### src/rtl/lockarb_pkg.sv
package lockarb_pkg;
  // index that follows cur in a ring of n agents
  function automatic int unsigned ring_step(input int unsigned cur, input int unsigned k,
                                            input int unsigned n);
    return (cur + k) % n;
  endfunction
endpackage

### src/rtl/rr_pick.sv
module rr_pick #(
  parameter int N_AGENTS = 4,
  localparam int IW = (N_AGENTS > 1) ? $clog2(N_AGENTS) : 1
) (
  input  logic [N_AGENTS-1:0] req,
  input  logic [IW-1:0]       last,
  output logic [N_AGENTS-1:0] pick,
  output logic [IW-1:0]       sel,
  output logic                valid
);
  import lockarb_pkg::*;

  always_comb begin
    pick  = '0;
    sel   = '0;
    valid = 1'b0;
    for (int k = 1; k <= N_AGENTS; k++) begin
      int unsigned idx;
      idx = ring_step(int'(last), k, N_AGENTS);
      if (!valid && req[idx]) begin
        valid     = 1'b1;
        sel       = IW'(idx);
        pick[idx] = 1'b1;
      end
    end
  end
endmodule

### src/rtl/lock_wdog.sv
module lock_wdog #(
  parameter int WDOG_W = 16
) (
  input  logic              clk,
  input  logic              rst,
  input  logic              locked,
  input  logic [WDOG_W-1:0] limit,
  input  logic              clr,
  output logic              expire,
  output logic              err
);
  logic [WDOG_W-1:0] cnt_q;

  assign expire = locked && (cnt_q >= limit);

  always_ff @(posedge clk) begin
    if (rst) begin
      cnt_q <= '0;
      err   <= 1'b0;
    end else begin
      cnt_q <= (locked && !expire) ? cnt_q + 1'b1 : '0;
      if (expire)   err <= 1'b1;
      else if (clr) err <= 1'b0;
    end
  end

  p_err_set_r10: assert property (@(posedge clk) disable iff (rst)
    expire |=> err);
  p_err_sticky_r10: assert property (@(posedge clk) disable iff (rst)
    (err && !clr) |=> err);
  p_cnt_bounded_r9: assert property (@(posedge clk) disable iff (rst)
    locked |-> (cnt_q <= limit));
endmodule

### src/rtl/bus_lock_arbiter.sv
module bus_lock_arbiter #(
  parameter int N_AGENTS = 4,
  parameter int TYPE_W   = 2,
  parameter int WDOG_W   = 16
) (
  input  logic                       clk,
  input  logic                       rst,
  input  logic [N_AGENTS-1:0]        req,
  input  logic [N_AGENTS-1:0]        lock,
  input  logic [N_AGENTS*TYPE_W-1:0] xtype,
  input  logic [N_AGENTS-1:0]        done,
  input  logic [WDOG_W-1:0]          wdog_limit,
  input  logic                       err_clr,
  output logic [N_AGENTS-1:0]        gnt,
  output logic                       lock_busy,
  output logic                       txn_active,
  output logic [TYPE_W-1:0]          bus_xtype,
  output logic                       lock_err
);
  localparam int IW = (N_AGENTS > 1) ? $clog2(N_AGENTS) : 1;

  logic [N_AGENTS-1:0] gnt_q;
  logic [IW-1:0]       own_q;
  logic                busy_q;
  logic                locked_q;
  logic [TYPE_W-1:0]   xtype_q;

  logic [N_AGENTS-1:0] pick;
  logic [IW-1:0]       sel;
  logic                pick_valid;
  logic                expire;

  rr_pick #(.N_AGENTS(N_AGENTS)) u_pick (
    .req  (req),
    .last (own_q),
    .pick (pick),
    .sel  (sel),
    .valid(pick_valid)
  );

  lock_wdog #(.WDOG_W(WDOG_W)) u_wdog (
    .clk   (clk),
    .rst   (rst),
    .locked(locked_q),
    .limit (wdog_limit),
    .clr   (err_clr),
    .expire(expire),
    .err   (lock_err)
  );

  always_ff @(posedge clk) begin
    if (rst) begin
      gnt_q    <= '0;
      own_q    <= IW'(N_AGENTS - 1);
      busy_q   <= 1'b0;
      locked_q <= 1'b0;
      xtype_q  <= '0;
    end else if (expire) begin
      gnt_q    <= '0;
      busy_q   <= 1'b0;
      locked_q <= 1'b0;
    end else if (busy_q) begin
      if (done[own_q]) busy_q <= 1'b0;
      locked_q <= locked_q && lock[own_q];
    end else if (locked_q) begin
      locked_q <= lock[own_q];
      if (lock[own_q] && req[own_q]) begin
        busy_q  <= 1'b1;
        xtype_q <= xtype[own_q*TYPE_W +: TYPE_W];
      end
    end else if (pick_valid) begin
      gnt_q    <= pick;
      own_q    <= sel;
      busy_q   <= 1'b1;
      locked_q <= lock[sel];
      xtype_q  <= xtype[sel*TYPE_W +: TYPE_W];
    end else begin
      gnt_q <= '0;
    end
  end

  assign gnt        = gnt_q;
  assign lock_busy  = locked_q;
  assign txn_active = busy_q;
  assign bus_xtype  = xtype_q;

  p_onehot_gnt_r3: assert property (@(posedge clk) disable iff (rst)
    $onehot0(gnt_q));
  p_pick_legal_r3: assert property (@(posedge clk) disable iff (rst)
    pick_valid |-> (((pick & req) == pick) && $onehot(pick)));
  p_active_owned_r2: assert property (@(posedge clk) disable iff (rst)
    busy_q |-> gnt_q[own_q]);
  p_lock_owned_r5: assert property (@(posedge clk) disable iff (rst)
    locked_q |-> (gnt_q == (N_AGENTS'(1) << own_q)));
  p_hold_grant_r7: assert property (@(posedge clk) disable iff (rst)
    ((busy_q || locked_q) && !expire) |=> $stable(gnt_q));
  p_expire_release_r9: assert property (@(posedge clk) disable iff (rst)
    expire |=> (!locked_q && !busy_q && gnt_q == '0));
endmodule

### config.mk
export PLATFORM = sky130hd
export DESIGN_NAME = bus_lock_arbiter
export DESIGN_NICKNAME = d
export VERILOG_FILES = /design/src/rtl/lockarb_pkg.sv /design/src/rtl/rr_pick.sv /design/src/rtl/lock_wdog.sv /design/src/rtl/bus_lock_arbiter.sv
export SDC_FILE = /design/constraint.sdc
export NUM_CORES = 1
export LEC_CHECK = 0
export ABC_AREA = 1
export BUFFER_PORTS_ARGS = -buffer_cell sky130_fd_sc_hd__buf_4
export CORE_ASPECT_RATIO = 1.4
export CORE_MARGIN = 4
export CORE_UTILIZATION = 52
export CTS_CLUSTER_SIZE = 24
export DETAILED_ROUTE_END_ITERATION = 6
export PLACE_DENSITY = 0.73
export RECOVER_POWER = 25
export SLEW_MARGIN = 25
export SYNTH_ARGS = -nofsm -noshare
export SYNTH_HDL_FRONTEND = slang
export SYNTH_SLANG_ARGS = --single-unit
### constraint.sdc
create_clock -name clk -period 7.15 [get_ports clk]
set_clock_uncertainty 0.05 [all_clocks]
set_input_delay 0 -clock clk [delete_from_list [all_inputs] [get_ports clk]]
set_output_delay 0 -clock clk [all_outputs]
set_load 0.02 [all_outputs]
# Word-level counts from Yosys, hierarchy flattened
# Index checks and enable logic that the tools add are counted.
[totals]
register_bits = 27
input_bits = 39
wordCells = 105
[classes]
add_sub_neg = 5
reduce_logical = 22
n_lt_le_gt_ge = 11
bitwise = 7
n_eq_ne = 1
muxes = 50
n_shift = 2
[op_table]
columns = ["op", "count"]
rows = [
  ["$mux 1", 26],
  ["$mux 4", 5],
  ["$lt 2x3->1 const B", 6],
  ["$add 16x1->16 const B", 1],
  ["$bmux 1 s2", 8],
  ["$ge 16x16->1", 1],
  ["$shiftx 8x4->2", 2],
  ["$mux 2", 7],
  ["$or 4x4->4", 3],
  ["$logic_and 1x1->1", 11],
  ["$demux 1 s2", 4],
  ["$ge 2x1->1 const B", 4],
  ["$reduce_and 4->1", 2],
  ["$add 2x1->2 const B", 2],
  ["$add 2x2->2 const B", 2],
  ["$logic_not 1->1", 4],
  ["$not 1->1", 4],
  ["$reduce_bool 2->1", 2],
  ["$reduce_or 2->1", 2],
  ["$ne 2x1->1 const B", 1],
  ["$reduce_and 2->1", 1],
]

# Longest topological paths before layout
# Gate-level depths: netlist of the first run.
[logic_depth]
ltp_word = 18
mapped_depth = 18

# Hierarchy
# From an unflattened synthesis of the first run, not the netlist that was laid out.
[hier_totals]
hier_cells = 364
area_unflattened_um2 = 2502.4
[modules_own_cells]
columns = ["module", "n_inst", "area_each_um2", "cells_per_inst"]
rows = [
  ["lock_wdog", 1, 1257.5, 165],
  ["bus_lock_arbiter", 1, 709.4, 118],
  ["rr_pick", 1, 535.5, 81],
]

# Least setup slack after synthesis of the first run
# No wires, ideal clock.
[synth_path]
path_kind = "register to register"
start = "register own_q[0]"
end = "register locked_q, in the netlist lock_busy"
arrival_time_ps = 2124
path_slack_ps = 4868
path_buffers = 1
stages_incl_launch_ff = 17
period_less_slack_ps = 2282
setup_time_ps = 109
required_time_ps = 6991
cell_sequence = "dfxtp_1 -> inv_2 -> buf_6 -> ha_1 -> inv_1 -> nand3_1 -> nand2_1 -> inv_2 -> o21ai_1 -> nand2_1 -> nand2_1 -> nand2_1 -> or2_1 -> nand3_1 -> nand3_1 -> nand2_1 -> inv_1"
[synth_between]
elab_chain_cells = 18
word_cells_on_any_way = 34
[synth_rtl]
columns = ["item", "line_no", "rtl"]
rows = [
  ["start, declared", "bus_lock_arbiter.sv:23", "logic [IW-1:0] own_q;"],
  ["start signal, assigned", "bus_lock_arbiter.sv:54", "own_q <= IW'(N_AGENTS - 1);"],
  ["start signal, assigned", "bus_lock_arbiter.sv:73", "own_q <= sel;"],
  ["$add 2x1->2", "lockarb_pkg.sv:5", "return (cur + k) % n;"],
  ["$bmux 1 s2", "rr_pick.sv:20", "if (!valid && req[idx]) begin"],
  ["$mux 1 (not written as such)", "rr_pick.sv:20", ""],
  ["$mux 1", "rr_pick.sv:20", ""],
  ["$logic_not 1->1", "rr_pick.sv:20", ""],
  ["$logic_and 1x1->1", "rr_pick.sv:20", ""],
  ["$mux 1", "rr_pick.sv:20", ""],
  ["$logic_not 1->1", "rr_pick.sv:20", ""],
  ["[2 not listed]", "--", ""],
  ["$logic_not 1->1", "rr_pick.sv:20", ""],
  ["$logic_and 1x1->1", "rr_pick.sv:20", ""],
  ["$mux 2", "rr_pick.sv:20", ""],
  ["$bmux 1 s2", "bus_lock_arbiter.sv:75", "locked_q <= lock[sel];"],
  ["$mux 1 (not written as such)", "bus_lock_arbiter.sv:75", ""],
  ["$mux 1", "bus_lock_arbiter.sv:71", "end else if (pick_valid) begin"],
  ["$mux 1", "bus_lock_arbiter.sv:65", "end else if (locked_q) begin"],
  ["$mux 1 (*)", "bus_lock_arbiter.sv:62", "end else if (busy_q) begin"],
  ["end signal, assigned", "bus_lock_arbiter.sv:64", "locked_q <= locked_q && lock[own_q];"],
  ["end signal, assigned", "bus_lock_arbiter.sv:66", "locked_q <= lock[own_q];"],
  ["end signal, assigned", "bus_lock_arbiter.sv:75", ""],
  ["end, declared", "bus_lock_arbiter.sv:25", "logic locked_q;"],
]
# Mark *: on every way between the ends. The rest lies on a longest branch, timed or not. The select of a mux whose other input is x is not followed.
# A chain may end at the register's enable or synchronous reset.

# Worst setup path in the final report of the first run
# Same ends and word-level chain as after synthesis.

==> results of run 1 <==
-- synthesized netlist by cell type, types with 4 or more instances --
master,count,area (sq um)
inv_1,63,236
nor2_1,23,86.3
nand3_1,34,170
dfxtp_1,27,541
xor2_1,4,35.0
nand2_1,85,319
nor3_1,7,35.0
a21oi_1,29,145
o21ai_1,4,20.0
o21ai_0,11,55.1
ha_1,25,313
inv_2,6,22.5
nand2_2,5,31.3
-- layer usage --
layer	vias to the layer above	GRT usage	part of all wire
met1	925	0.200	0.41
met3	8	0.0214	0.033
met5	-	0	0
li1	1198	-	-
met2	38	0.380	0.54
met4	0	0.0522	0.015
-- stage by stage --
| stage | power [W] | cells | util |
|---|---|---|---|
| after detailed placement | 0.000718 | 431 | 0.642 |
| after global routing | 0.000880 | 437 | 0.651 |
| after CTS | 0.000807 | 437 | 0.659 |
| after global placement | 0.000713 | 431 | 0.642 |
| after floorplan | 0.000598 | 345 | - |
| final | 0.000784 | 437 | 0.651 |
-- cells by family (layout without fill, tap and decap cells) --
group | Yosys count | count (layout) | synth area share
AOI/OAI and AO/OA | 51 | 51 | 0.124
xor gates and xnor gates | 6 | 6 | 0.0241
adders and majority gates | 25 | 25 | 0.143
buffers and inverters | 73 | 122 | 0.131
DFF | 27 | 27 | 0.248
and+or+nand+nor | 163 | 163 | 0.329
-- cells in the final DEF, fill, tap and decap left out, drive strengths merged --
cell type,synthesis,final
a31oi,2,2
nor4,1,1
or2,1,1
clkbuf,2,12
nand4,2,2
o211ai,2,2
clkinv,0,1
nand2,90,90
inv,69,69
nor2,23,23
o221a,1,1
buf,2,38
dlygate4sd3,0,2
xnor2,2,2
a21oi,29,29
xor2,4,4
nand3,35,35
dfxtp,27,27
ha,25,25
o22ai,2,2
nor3b,2,2
o21ai,15,15
nor3,9,9
-- worst max-delay path: cells and delay by family (launching register included) --
kind,cells,cell delay (ns)
buffers and inverters,3,0.37
adder cells (fa/ha/maj),1,0.42
flip-flops,1,0.68
AND/OR/NAND/NOR,9,0.98
AO/OA/AOI/OAI,1,0.20
-- report_power, final --
group | total (W) | leakage [nW] | internal (W) | switching, W
Sequential | 0.000210 | 0.220 | 0.000176 | 0.0000342
Clock | 0.0000848 | 0.0255 | 0.0000390 | 0.0000458
Combinational | 0.000489 | 1.11 | 0.000169 | 0.000320
-- final cells by class --
class	count	area (sq um)
Inverter	69	259
Fill cell	413	1390
Clock buffer	3	41.3
Sequential cell	27	541
Multi-Input combinational cell	245	1360
Clock inverter	1	5.00
Tap cell	43	53.8
Timing Repair Buffer	49	339
-- sequential cells by signal (all words and copies together) (netlist names) --
name and flops:
bus_xtype 2, gnt 4, lock_busy 1, own_q 2, txn_active 1, u_wdog.cnt_q 16, u_wdog.err 1
-- timing repair --
item	in CTS	in global routing
setup endpoints to repair	0	0
endpoints found under the hold margin	5	0
hold buffers	2	0
-- worst min path at each step --
stage                 start    endpoint  slack, ns  cells past startpoint
floorplan               rst  u_wdog.err       0.02                      1
CTS                 lock[2]   lock_busy       0.03                      5
finish              lock[2]   lock_busy       0.04                      5
detailed placement      rst  u_wdog.err       0.16                      2
global placement        rst  u_wdog.err       0.16                      2
global route        lock[2]   lock_busy       0.06                      5
==> flow_summary_export.csv, run 1 <==
group,metric,value,unit
status,status,"finished, final reports clean",
cells_and_area,final_layout_size_suffix_gt1_frac,0.145,
clock_tree,cts.path.max_buffers,2,
die,die_y,84.6,microns
timing,finalSetupViolations,0,
critical_path,cpPeakStageDelay,0.68,ns
critical_path,crit_fanout,18,
detailed_routing,wire_per_inst,10.8,microns
synthesis,syn_nets,409,
detailed_routing,final_antenna_net_count,0,
synthesis,yosys_warnings,0,
timing,layout_min_cycle_time,2.80,ns
detailed_routing,vias,2169,
critical_path,cp.arrival,2.93,ns
detailed_routing,drc,0,
die,rows,27,
grt,overflow,0,
clock_tree,cts.htree.levels,1,
grt,antenna_found_initial,0,
pwr,power_density,302,nW/um^2
grt,grt_pass1_vias,2111,
clock_tree,clkSinkCount,27,
placement,dpl_worst_slack,4.35,ns
die,die_area,5310,sq um
synthesis,yosysSeqAreaShare,0.248,
clock_tree,post_cts_resized,0,
grt,grt_pass1_wl,8400,microns
critical_path,path_class,"reg2reg",
timing,finalWorstSetupSlack,4.35,ns
cells_and_area,final_nets,459,
clock_tree,cts_root_buffer,"clkbuf_8",
critical_path,worstPathCellList,"inv_2 -> ha_1 -> inv_1 -> nand3_1 -> nand2_1 -> a21oi_1 -> nand2_1 -> nand2_1 -> nand2_1 -> or2_1 -> nand3_1 -> nand3_1 -> nand2_1 -> inv_1",
placement,place_congestion,0.868,
critical_path,r2r-end,"lock_busy",
cells_and_area,syn2layout_area_growth,18.9,%
critical_path,endpoint,"lock_busy",
timing,max_slew_margin,0.628,
clock_tree,clock_latency,0.27,ns
synthesis,async_flop_share,0,
synthesis,ys.flop_type,"dfxtp_1",
timing,fin_crit_sh,0.391,
synthesis,synth_edf_count,0,
cells_and_area,design_area,2590,sq um
synthesis,syn_area,2180,sq um
critical_path,startpoint,"own_q[0]",
synthesis,synth_seq_cells,27,
timing,hold_viol,0,
placement,dp_hpwl,3930,microns
die,die_w,62.8,microns
pwr,p_leak,1.35,nW
critical_path,ff2ff_path_depth,14,
grt,grt_max_degree,19,
synthesis,netlist_instances,345,
critical_path,worst_path_most_repeated_cell,"nand2_1",
hold_path,worstHoldPathType,"in2reg",
cells_and_area,n_antenna_cell,0,
timing,finalMaxSlewViolations,0,
detailed_routing,wl,4740,microns
critical_path,end_kind,"flop",
die,pin_count,48,
clock_tree,cts_tree,"yes",
clock_tree,clk_pin_slew,0.09,ns
timing,worst_slew_pin_slew,0.557,ns
synthesis,ys_types,29,
pwr,ir_worst_vdd,0.165,mV
timing,rsz0062_at_grt,"false",
critical_path,reg2reg_setup_slack,4.35,ns
timing,fmax,357,MHz
die,core_area,3990,sq um
die,start_util,0.547,
clock_tree,cts_setup_buffers,0,
critical_path,start_kind,"flop",
timing,hold_ws,0.0355,ns
detailed_routing,drt_pass1_iterations,4,
critical_path,r2r_start,"own_q[0]",
critical_path,critPathRequiredTime,7.28,ns
synthesis,avgSynthCellArea,6.32,sq um
detailed_routing,viasPerCell,4.96,
flow_run,maxCapViolations,0,
placement,placed_cell_area,2560,sq um
placement,numPortBuffers,47,
clock_tree,numCtsBuffers,3,
detailed_routing,drt_iter0_drc,92,
timing,finalSetupTns,0,ns
grt,grt_usage,0.188,
critical_path,cp_slowest_cell,"dfxtp_1",
Power figures use the tool's default switching activity.
==> run 2: changes to the inputs <==
==> constraint.sdc (replaced) <==
create_clock -name clk -period 2.8 [get_ports clk]
set_clock_uncertainty 0.05 [all_clocks]
set_input_delay 0 -clock clk [delete_from_list [all_inputs] [get_ports clk]]
set_output_delay 0 -clock clk [all_outputs]
set_load 0.02 [all_outputs]
==> run 2 against run 1 <==
Compared with the run above:
- largest power group unchanged
- highest routed layer unchanged
- largest cell class unchanged
- fmax is 22% higher
- utilization is 0.53 points higher
- clock-buffer cell count grew 1
- sequential power is 140% higher
- sequential cell count unchanged
- routed wire length grew 0.27%
- worst setup slack worse by 3.8 ns
- clock power rose to 2.5 times the previous value
==> flow_summary_export.csv, run 2 (synthesis results as in run 1) <==
group,metric,value,unit
grt,grt_pass1_vias,2120,
pwr,switching_share,0.509,
timing,worst_slew_pin_slew,0.534,ns
clock_tree,clkSinkCount,27,
clock_tree,cts_root_buffer,"clkbuf_8",
grt,grt_max_degree,18,
grt,grt_usage,0.187,
critical_path,cp.arrival,2.42,ns
timing,layout_min_cycle_time,2.29,ns
hold_path,holdCritStartpoint,"lock[2]",
die,die_area,5310,sq um
timing,fmax,436,MHz
detailed_routing,top_layer_used,"met4",
placement,dp_hpwl,3950,microns
detailed_routing,drt_pass1_iterations,4,
pwr,power_density,782,nW/um^2
detailed_routing,met1Wirelength,1930,microns
timing,rsz0062_at_grt,"false",
critical_path,reg2reg_setup_slack,0.51,ns
detailed_routing,routed-wl-met3,172,microns
detailed_routing,drc,0,
detailed_routing,vias,2224,
critical_path,path_class,"reg2reg",
critical_path,r2r_start,"own_q[1]",
clock_tree,cts.path.max_buffers,2,
die,die_w,62.8,microns
timing,hold_ws,0.0480,ns
die,start_util,0.547,
clock_tree,numCtsBuffers,3,
pwr,p_switching,0.00104,W
status,status,"finished, final reports clean",
clock_tree,post_cts_resized,0,
cells_and_area,largest_reg_flops,16,
die,pin_count,48,
die,die_y,84.6,microns
die,rows,27,
grt,overflow,0,
pwr,p_comb_frac,0.652,
cells_and_area,top_register,"u_wdog.cnt_q",
timing,fin_crit_sh,0.820,
critical_path,ff2ff_path_depth,13,
timing,finalSetupViolations,0,
placement,numPortBuffers,47,
timing,finalWorstSetupSlack,0.505,ns
critical_path,end_kind,"flop",
detailed_routing,viasPerCell,5.05,
detailed_routing,wire_per_inst,10.8,microns
pwr,internal_power,0.00100,W
placement,place_congestion,0.877,
detailed_routing,final_antenna_net_count,0,
pwr,pwr-share-seq,0.243,
clock_tree,cts.htree.levels,1,
flow_run,maxCapViolations,0,
pwr,p_clk_frac,0.105,
clock_tree,clock_latency,0.27,ns
pwr,ir_worst_vdd,0.295,mV
timing,hold_viol,0,
cells_and_area,final_nets,462,
timing,finalSetupTns,0,ns
detailed_routing,wl,4750,microns
critical_path,start_kind,"flop",
clock_tree,cts_tree,"yes",
detailed_routing,drt_iter0_drc,106,
timing,finalMaxSlewViolations,0,
critical_path,r2r-end,"lock_busy",
cells_and_area,final_layout_size_suffix_gt1_frac,0.149,
timing,max_slew_margin,0.643,
die,core_area,3990,sq um
cells_and_area,syn2layout_area_growth,19.8,%
cells_and_area,layout_common_cells,"85 x nand2_1, 63 x inv_1, 41 x buf_4",
grt,grt_pass1_wl,8380,microns
critical_path,critPathRequiredTime,2.93,ns
placement,dpl_worst_slack,0.523,ns
detailed_routing,route.met2.wl,2600,microns
pwr,p_leak,1.36,nW
hold_path,whs_path_depth,5,
grt,antenna_found_initial,0,
cells_and_area,final_common_cell,"nand2_1",
critical_path,crit_fanout,11,
hold_path,whs_endpoint,"lock_busy",
clock_tree,clk_pin_slew,0.09,ns
hold_path,worstHoldPathType,"in2reg",
cells_and_area,n_antenna_cell,0,
-- run 2: cell types whose count changed in the layout (fill, tap and decap cells not counted), sizes merged --
cell and delta:
buf +3, clkbuf +1, clkinv -1
-- run 2: worst max path at each step --
stage	depth (start not counted)	endpoint	from	slack, ns
2_1_floorplan	16	lock_busy	own_q[0]	0.52
3_3_place_gp	13	lock_busy	own_q[1]	0.63
3_5_place_dp	13	lock_busy	own_q[1]	0.52
4_1_cts	13	lock_busy	own_q[1]	0.51
5_1_grt	13	lock_busy	own_q[1]	0.26
6_report	13	lock_busy	own_q[1]	0.51
-- run 2: metrics by stage --
step	area, sq um	std cells	utilization	total power (W)
detailed placement	2580	434	0.648	0.00187
global route	2620	440	0.656	0.00226
finish	2620	440	0.656	0.00205
floorplan	2180	345	-	0.00153
global placement	2580	434	0.648	0.00185
CTS	2650	440	0.664	0.00209
-- run 2: final cells by class --
class,count,area (sq um)
clock buffer,4,45.0
fill,423,1370
inverter,69,259
multi-input combinational,245,1360
sequential,27,541
tap,43,53.8
timing repair buffer,52,362
-- run 2: routing by layer --
layer / global-route usage / up-vias
met2: 0.377 / 47
met4: 0.0582 / 0
li1: - / 1203
met1: 0.194 / 970
met5: 0 / -
met3: 0.0254 / 4
-- run 2: worst max-delay path, stage by stage (launching register included) --
cell and delay [ns]:
dfxtp_1 0.36, inv_2 0.10, ha_1 0.37, inv_1 0.09, nand3_1 0.08, nand2_1 0.17
nor3_4 0.30, nand2_2 0.11, nand2_1 0.15, inv_2 0.05, o211ai_1 0.17, nand3_1 0.10
nand2_1 0.06, inv_1 0.03
-- run 2: repair_timing --
action | CTS | global route
hold buffers | 2 | 0
endpoints found under the hold margin | 5 | 0
setup buffers | 0 | 0
-- run 2: power groups by stage --
stage                     registers [W]  logic [W]  clock network (W)
after floorplan                0.000566   0.000962                  0
after global placement         0.000506    0.00134                  0
after detailed placement       0.000507    0.00136                  0
after CTS                      0.000498    0.00137           0.000225
after global routing           0.000507    0.00151           0.000237
final                          0.000498    0.00133           0.000215
